[config.mk]
export PLATFORM = sky130hd
export DESIGN_NAME = wdt_timer
export DESIGN_NICKNAME = d
export VERILOG_FILES = /design/src/rtl/wdt_pkg.sv /design/src/rtl/wdt_ctrl_reg.sv /design/src/rtl/wdt_tick_sel.sv /design/src/rtl/wdt_counter.sv /design/src/rtl/wdt_event.sv /design/src/rtl/wdt_timer.sv
export SDC_FILE = /design/constraint.sdc
export NUM_CORES = 1
export LEC_CHECK = 0
export BUFFER_PORTS_ARGS = -buffer_cell sky130_fd_sc_hd__buf_2
export CAP_MARGIN = 20
export CORE_ASPECT_RATIO = 0.7
export CORE_UTILIZATION = 47
export DETAILED_ROUTE_END_ITERATION = 16
export PLACE_DENSITY = 0.72
export SYNTH_ARGS = -nofsm -noshare
export SYNTH_HDL_FRONTEND = slang
export SYNTH_SLANG_ARGS = --single-unit
[constraint.sdc]
create_clock -name clk_i -period 5.5 [get_ports clk_i]
set_clock_uncertainty 0.1 [all_clocks]
set_input_delay 1.375 -clock clk_i [delete_from_list [all_inputs] [get_ports clk_i]]
set_output_delay 1.375 -clock clk_i [all_outputs]
set_load 0.01 [all_outputs]
[src/rtl/wdt_pkg.sv]
package wdt_pkg;
  localparam logic [7:0] WR_KEY = 8'h5A;
  localparam logic [7:0] RD_KEY = 8'h69;
  localparam int unsigned N_ISEL = 4;
  localparam int unsigned TERM_DEF [N_ISEL] = '{32768, 8192, 512, 64};

  typedef struct packed {
    logic       hold;   // 7
    logic [1:0] spare;  // 6:5
    logic       ival;   // 4: interval mode
    logic       rst;    // 3: restart, write-only
    logic       aux;    // 2: count aux strobe
    logic [1:0] isel;   // 1:0
  } ctrl_t;

  localparam ctrl_t CTRL_RST = '0;
endpackage

[src/rtl/wdt_ctrl_reg.sv]
module wdt_ctrl_reg
  import wdt_pkg::*;
(
  input  logic        clk_i,
  input  logic        rst_ni,
  input  logic        wr_en_i,
  input  logic [15:0] wr_data_i,
  output ctrl_t       ctrl_o,
  output logic        restart_o,
  output logic        bad_key_o
);
  logic  key_ok;
  ctrl_t ctrl_q, ctrl_d;

  assign key_ok    = (wr_data_i[15:8] == WR_KEY);
  assign restart_o = wr_en_i;
  assign bad_key_o = wr_en_i & ~key_ok;

  always_comb begin
    ctrl_d = ctrl_q;
    if (wr_en_i && key_ok) begin
      ctrl_d     = ctrl_t'(wr_data_i[7:0]);
      ctrl_d.rst = 1'b0;
    end
  end

  always_ff @(posedge clk_i or negedge rst_ni) begin
    if (!rst_ni) ctrl_q <= CTRL_RST;
    else         ctrl_q <= ctrl_d;
  end

  assign ctrl_o = ctrl_q;
endmodule

[src/rtl/wdt_tick_sel.sv]
module wdt_tick_sel (
  input  logic tick_aux_i,
  input  logic tick_main_i,
  input  logic sel_aux_i,
  input  logic run_i,
  output logic tick_o
);
  assign tick_o = run_i & (sel_aux_i ? tick_aux_i : tick_main_i);
endmodule

[src/rtl/wdt_counter.sv]
module wdt_counter
  import wdt_pkg::*;
#(
  parameter int unsigned CNT_W = 16,
  parameter int unsigned TERM_TBL [N_ISEL] = TERM_DEF
) (
  input  logic       clk_i,
  input  logic       rst_ni,
  input  logic       clr_i,
  input  logic       tick_i,
  input  logic [1:0] isel_i,
  output logic       expire_o
);
  logic [CNT_W-1:0] last_tbl [N_ISEL];
  logic [CNT_W-1:0] cnt_q, cnt_d;
  logic             at_last;

  for (genvar g = 0; g < N_ISEL; g++) begin : g_tbl
    assign last_tbl[g] = CNT_W'(TERM_TBL[g] - 1);
  end

  assign at_last  = (cnt_q == last_tbl[isel_i]);
  assign expire_o = tick_i & at_last & ~clr_i;

  always_comb begin
    cnt_d = cnt_q;
    if (clr_i)         cnt_d = '0;
    else if (expire_o) cnt_d = '0;
    else if (tick_i)   cnt_d = cnt_q + 1'b1;
  end

  always_ff @(posedge clk_i or negedge rst_ni) begin
    if (!rst_ni) cnt_q <= '0;
    else         cnt_q <= cnt_d;
  end
endmodule

[src/rtl/wdt_event.sv]
module wdt_event (
  input  logic clk_i,
  input  logic rst_ni,
  input  logic expire_i,
  input  logic ival_i,
  input  logic bad_key_i,
  input  logic irq_ack_i,
  output logic rst_req_o,
  output logic irq_o
);
  logic rst_q, irq_q;

  always_ff @(posedge clk_i or negedge rst_ni) begin
    if (!rst_ni) begin
      rst_q <= 1'b0;
      irq_q <= 1'b0;
    end else begin
      rst_q <= bad_key_i | (expire_i & ~ival_i);
      irq_q <= (expire_i & ival_i) | (irq_q & ~irq_ack_i);
    end
  end

  assign rst_req_o = rst_q;
  assign irq_o     = irq_q;
endmodule

[src/rtl/wdt_timer.sv]
module wdt_timer
  import wdt_pkg::*;
#(
  parameter int unsigned CNT_W = 16,
  parameter int unsigned TERM_TBL [N_ISEL] = TERM_DEF
) (
  input  logic        clk_i,
  input  logic        rst_ni,
  input  logic        wr_en_i,
  input  logic [15:0] wr_data_i,
  output logic [15:0] rd_data_o,
  input  logic        tick_aux_i,
  input  logic        tick_main_i,
  input  logic        irq_ack_i,
  output logic        rst_req_o,
  output logic        irq_o
);
  ctrl_t ctrl;
  logic  restart, bad_key, tick, expire;

  wdt_ctrl_reg u_reg (
    .clk_i, .rst_ni, .wr_en_i, .wr_data_i,
    .ctrl_o(ctrl), .restart_o(restart), .bad_key_o(bad_key)
  );

  wdt_tick_sel u_sel (
    .tick_aux_i, .tick_main_i,
    .sel_aux_i(ctrl.aux), .run_i(~ctrl.hold), .tick_o(tick)
  );

  wdt_counter #(.CNT_W(CNT_W), .TERM_TBL(TERM_TBL)) u_cnt (
    .clk_i, .rst_ni, .clr_i(restart), .tick_i(tick),
    .isel_i(ctrl.isel), .expire_o(expire)
  );

  wdt_event u_evt (
    .clk_i, .rst_ni, .expire_i(expire), .ival_i(ctrl.ival),
    .bad_key_i(bad_key), .irq_ack_i, .rst_req_o, .irq_o
  );

  assign rd_data_o = {RD_KEY, ctrl};
endmodule

* Yosys cells after proc, flatten, opt, wreduce, memory -nomap -nowiden *
Cells that the tools add are included.

storage, ports and cells
  logic and storage cells = 36
  input port bits = 22
  output and inout bits = 18
  register bits = 25

cells by class
  muxes and demuxes = 7
  bitwise operators = 15
  $lt $le $gt $ge = 1
  reductions and logical operators = 2
  add/subtract/negate cells = 1
  eq/ne operators = 2

operator list
  operator               count
  $mux 16                5
  $bmux 16 s2            1
  $add 16x1->16 const B  1
  $eq 16x16->1           1
  $eq 8x7->1 const B     1
  $and 1x1->1            7
  $not 1->1              5
  $ge 3x3->1 const B     1
  $not 2->3              1
  $reduce_bool 3->1      1
  $or 1x1->1             2
  $logic_and 1x1->1      1
  $mux 1                 1

* Longest topological paths before layout *
  depth after elaboration = 9
  depth in mapped cells = 6
  mapped depth without buffers = 5

* By module *
A second synthesis with hierarchy kept.

second synthesis, totals
  cell total of the unflattened synthesis = 151
  area total of the unflattened synthesis = 1465.2 um^2

modules (own cells, without submodules)
  module        area each (um^2)  times used  seq. area each (um^2)  cells each
  wdt_counter   980.9             1           400.4                  110
  wdt_ctrl_reg  322.8             1           175.2                  21
  wdt_event     73.8              1           50.0                   7
  wdt_timer     71.3              1           0.0                    11
  wdt_tick_sel  16.3              1           0.0                    2

* Worst setup path after synthesis *
Ideal clock, no wire load.

  kind = input -> register
  start point = input port wr_en_i
  end point = register u_cnt.cnt_q[14]
  data required time = 5.306 ns
  path buffers = 1
  stages = 4
  path slack = 2.812 ns
  setup time = 0.094 ns
  arrival = 2.494 ns
  cells stage by stage = clkbuf_1 > a21oi_1 > or4_1 > a211oi_1

between the ends
  cells in the longest elaborated chain, start to end = 4
  elaborated cells on any way between the ends = 5
  those cells by class = 2 x mux; 2 x bitwise; 1 x reduce/logical

RTL lines
  element                 line               text
  start: declaration      wdt_timer.sv:9     input logic wr_en_i,
  $not 1->1               wdt_counter.sv:23  assign expire_o = tick_i & at_last & ~clr_i;
  $and 1x1->1             wdt_counter.sv:23
  $mux 16                 wdt_counter.sv:28  else if (expire_o) cnt_d = '0;
  $mux 16                 wdt_counter.sv:27  if (clr_i) cnt_d = '0;
  end signal: assignment  wdt_counter.sv:34  else cnt_q <= cnt_d;
  end: declaration        wdt_counter.sv:15  logic [CNT_W-1:0] cnt_q, cnt_d;

Several ways; a longest one is shown, not always the timed one.
A chain may end at the register's enable or synchronous reset.

* Final worst setup path *
  start point = input port wr_en_i
  end point = register u_cnt.cnt_q[15]

The elaborated chain is that of the path after synthesis.

==> reports/summary.txt <==
status: finished, final reports clean
Highest Signal Layer: met4
Fillers: 255
Post-Syn Area: 1450 um2
drt first-iter violations: 60
Syn. warnings: 0
Tot GR Track Use: 20.2%
final instance area: 1610 um2
worst-path cell chain: buf_2, nand2b_1, o211ai_1, or4_1, a211oi_1
met2 WL post-DR: 1350 um
met1 wire length: 1490 um
port bufs: 29
post-synthesis register bit count: 25
Pins Over Slew Limit: 0
First-pass DRT Iterations: 4
Tmin final: 3.01 ns
remaining antenna violation count: 0
initial antenna violation count: 0
Crit path largest cell delay: 0.60 ns
initial core utilization: 50.7%
WP buf/inv: 1
CTS tree: done
final hold vios: 0
fin util: 56.2%
I/O Pins: 40
clock root buffer: clkbuf_8
first-pass GRT wire length: 5010 um
Max Freq: 0.332 GHz
Max VDD drop: 0.120 mV
Max-Slew Margin vs Limit: 32.8%
Startpoint Class: input pin
largest net degree at the start of global routing: 26
most frequent cells in the layout: 29 x buf_2, 25 x dfrtp_1, 12 x nand2_1
syn_area_per_cell: 10.2 um2
hold bufs inserted after CTS: 0
ratio of cells with drive above 1 in the final layout: 28.1%
die height: 48.5 um
synthesis-to-finish area growth: 10.8%
Die Wd: 68.4 um
metal3 WL: 168 um
Synth cell types: 40
Vias/cell: 5.79
Hold WC Path Type: reg -> reg
Post-Route WL: 3020 um
routed len/inst: 14.9 um
Pleak: 0.710 nW
die footprint: 3320 um2
clock sinks: 25
row count: 16
antenna cells: 0
Cell Pwr Density: 208 nW/um2
WP data arrival: 3.08 ns
final period utilization: 54.8%
post-detail-place hpwl: 2100 um
Remaining DRCs: 0
cell count after synthesis: 142
crit-path leading delay family: simple AND/OR/NAND/NOR gates
cell count after placement: 199
H-tree lvl count: 1
sequential-to-total area share from yosys stat: 43.1%
Final GP Congestion: 0.816
CTS buffer count: 3
clock tree buffer depth: 2
Setup CP Type: in -> reg
setup TNS: 0 ns
GRT Residual Overflow: 0
Setup crit end kind: register
Core ar.: 2860 um2
endpoints failing setup: 0
vias in the first global route: 1020
Max-Cap Viols: 0
Vias: 1176
commonest non-fill, non-tap cell in the layout: buf_2
Final #Nets: 191
clock slew at reported path FFs: 0.09 ns
latest clock arrival within the worst-skew pair: 0.27 ns
unrepaired setup endpoints after global routing: no
post-CTS resize count: 0
sequential cell area: 626 um2
required time of the worst setup path: 5.57 ns
area of the multi-input gates: 732 um2
CP max-delay cell: or4_1
placed cell areas: 1560 um2
Setup Fix Bufs, Post-CTS: 0
fin cells: 203
Worst Tran Pin Value: 1.01 ns
CP Max Fanout: 21
## sequential cells by signal, indices dropped and copies added (netlist names)
name and count:
u_evt.irq_o 1, u_reg.ctrl_o 7, u_evt.rst_req_o 1, u_cnt.cnt_q 16
## stage by stage
| stage | setup WS (ns) | power, W | hold WS, ns |
|---|---|---|---|
| finish | 2.49 | 0.000335 | 0.401 |
| detailed placement | 2.21 | 0.000229 | 0.380 |
| global placement | 2.30 | 0.000227 | 0.374 |
| global route | 2.36 | 0.000352 | 0.418 |
| floorplan | 2.81 | 0.000218 | 0.368 |
| CTS | 2.48 | 0.000340 | 0.401 |
## synthesized netlist by cell type
master / number / area share, %
o31a_2: 1 / 0.69
and2_1: 1 / 0.43
xnor2_1: 2 / 1.2
inv_1: 4 / 1.0
or4b_1: 1 / 0.69
mux2i_1: 2 / 1.4
nand2b_1: 1 / 0.43
buf_6: 1 / 0.78
a2111oi_4: 1 / 1.9
or4_1: 7 / 3.6
nor4bb_1: 2 / 1.4
buf_4: 11 / 5.7
ha_1: 1 / 0.86
nor2_1: 3 / 0.78
and3_1: 3 / 1.3
o211ai_1: 2 / 1.0
clkbuf_1: 2 / 0.52
a21oi_1: 2 / 0.69
dfrtp_1: 25 / 43
nand3_1: 6 / 2.1
or3_2: 1 / 0.52
o21ai_0: 5 / 1.7
o31ai_1: 6 / 3.1
nor3b_1: 1 / 0.52
mux2_4: 1 / 1.0
nand2_1: 12 / 3.1
a21o_2: 1 / 0.60
a32o_1: 1 / 0.69
nor3_1: 5 / 1.7
mux2_2: 7 / 5.4
nor4b_1: 1 / 0.60
and4_2: 1 / 0.69
xor2_1: 3 / 1.8
buf_2: 1 / 0.34
or3_1: 2 / 0.86
a211oi_1: 9 / 4.7
or4_4: 1 / 0.78
conb_1: 2 / 0.52
nand4_1: 3 / 1.3
nand3b_1: 1 / 0.52
## cell type report
type | count | area share (%)
multi-input combinational | 105 | 45.5
sequential | 25 | 38.9
timing repair buffer | 29 | 9.02
tap | 36 | 2.80
clock buffer | 3 | 2.57
inverter | 4 | 0.933
clock inverter | 1 | 0.311
## routing by layer
layer | up-vias | track usage (%)
li1 | 565 | -
met1 | 572 | 30.6
met2 | 35 | 29.1
met3 | 4 | 5.66
met4 | 0 | 3.13
met5 | - | 0
## power breakdown
part           switching [W]  leakage [nW]  internal, W
registers         0.00000403         0.344     0.000188
clock network      0.0000591        0.0255    0.0000507
logic              0.0000194         0.340    0.0000137
## final timing paths
kind | slack, ns | cells past startpoint | end | start
min reg2reg | 0.40 | 1 | u_evt.irq_o | u_evt.irq_o
max | 2.49 | 5 | u_cnt.cnt_q[15] | wr_en_i
min | 0.40 | 1 | u_evt.irq_o | u_evt.irq_o
max reg2reg | 3.00 | 4 | u_cnt.cnt_q[1] | u_cnt.cnt_q[9]
max in group asynchronous | 3.94 | 1 | u_cnt.cnt_q[1] | rst_ni
min in group asynchronous | 0.99 | 1 | u_cnt.cnt_q[13] | rst_ni
## cell families (layout without fill, tap and decap cells)
kind of cell	Yosys count	after routing	synth area share, %
AOI/OAI and AO/OA	28	28	15.1
xor gates and xnor gates	5	5	3.02
adders and majority gates	1	1	0.861
buffers and inverters	19	37	8.35
DFF	25	25	43.1
muxes	10	10	7.84
other	2	9	0.517
and+or+nand+nor	52	52	21.3
No activity file was read; power rests on OpenSTA's default activity.
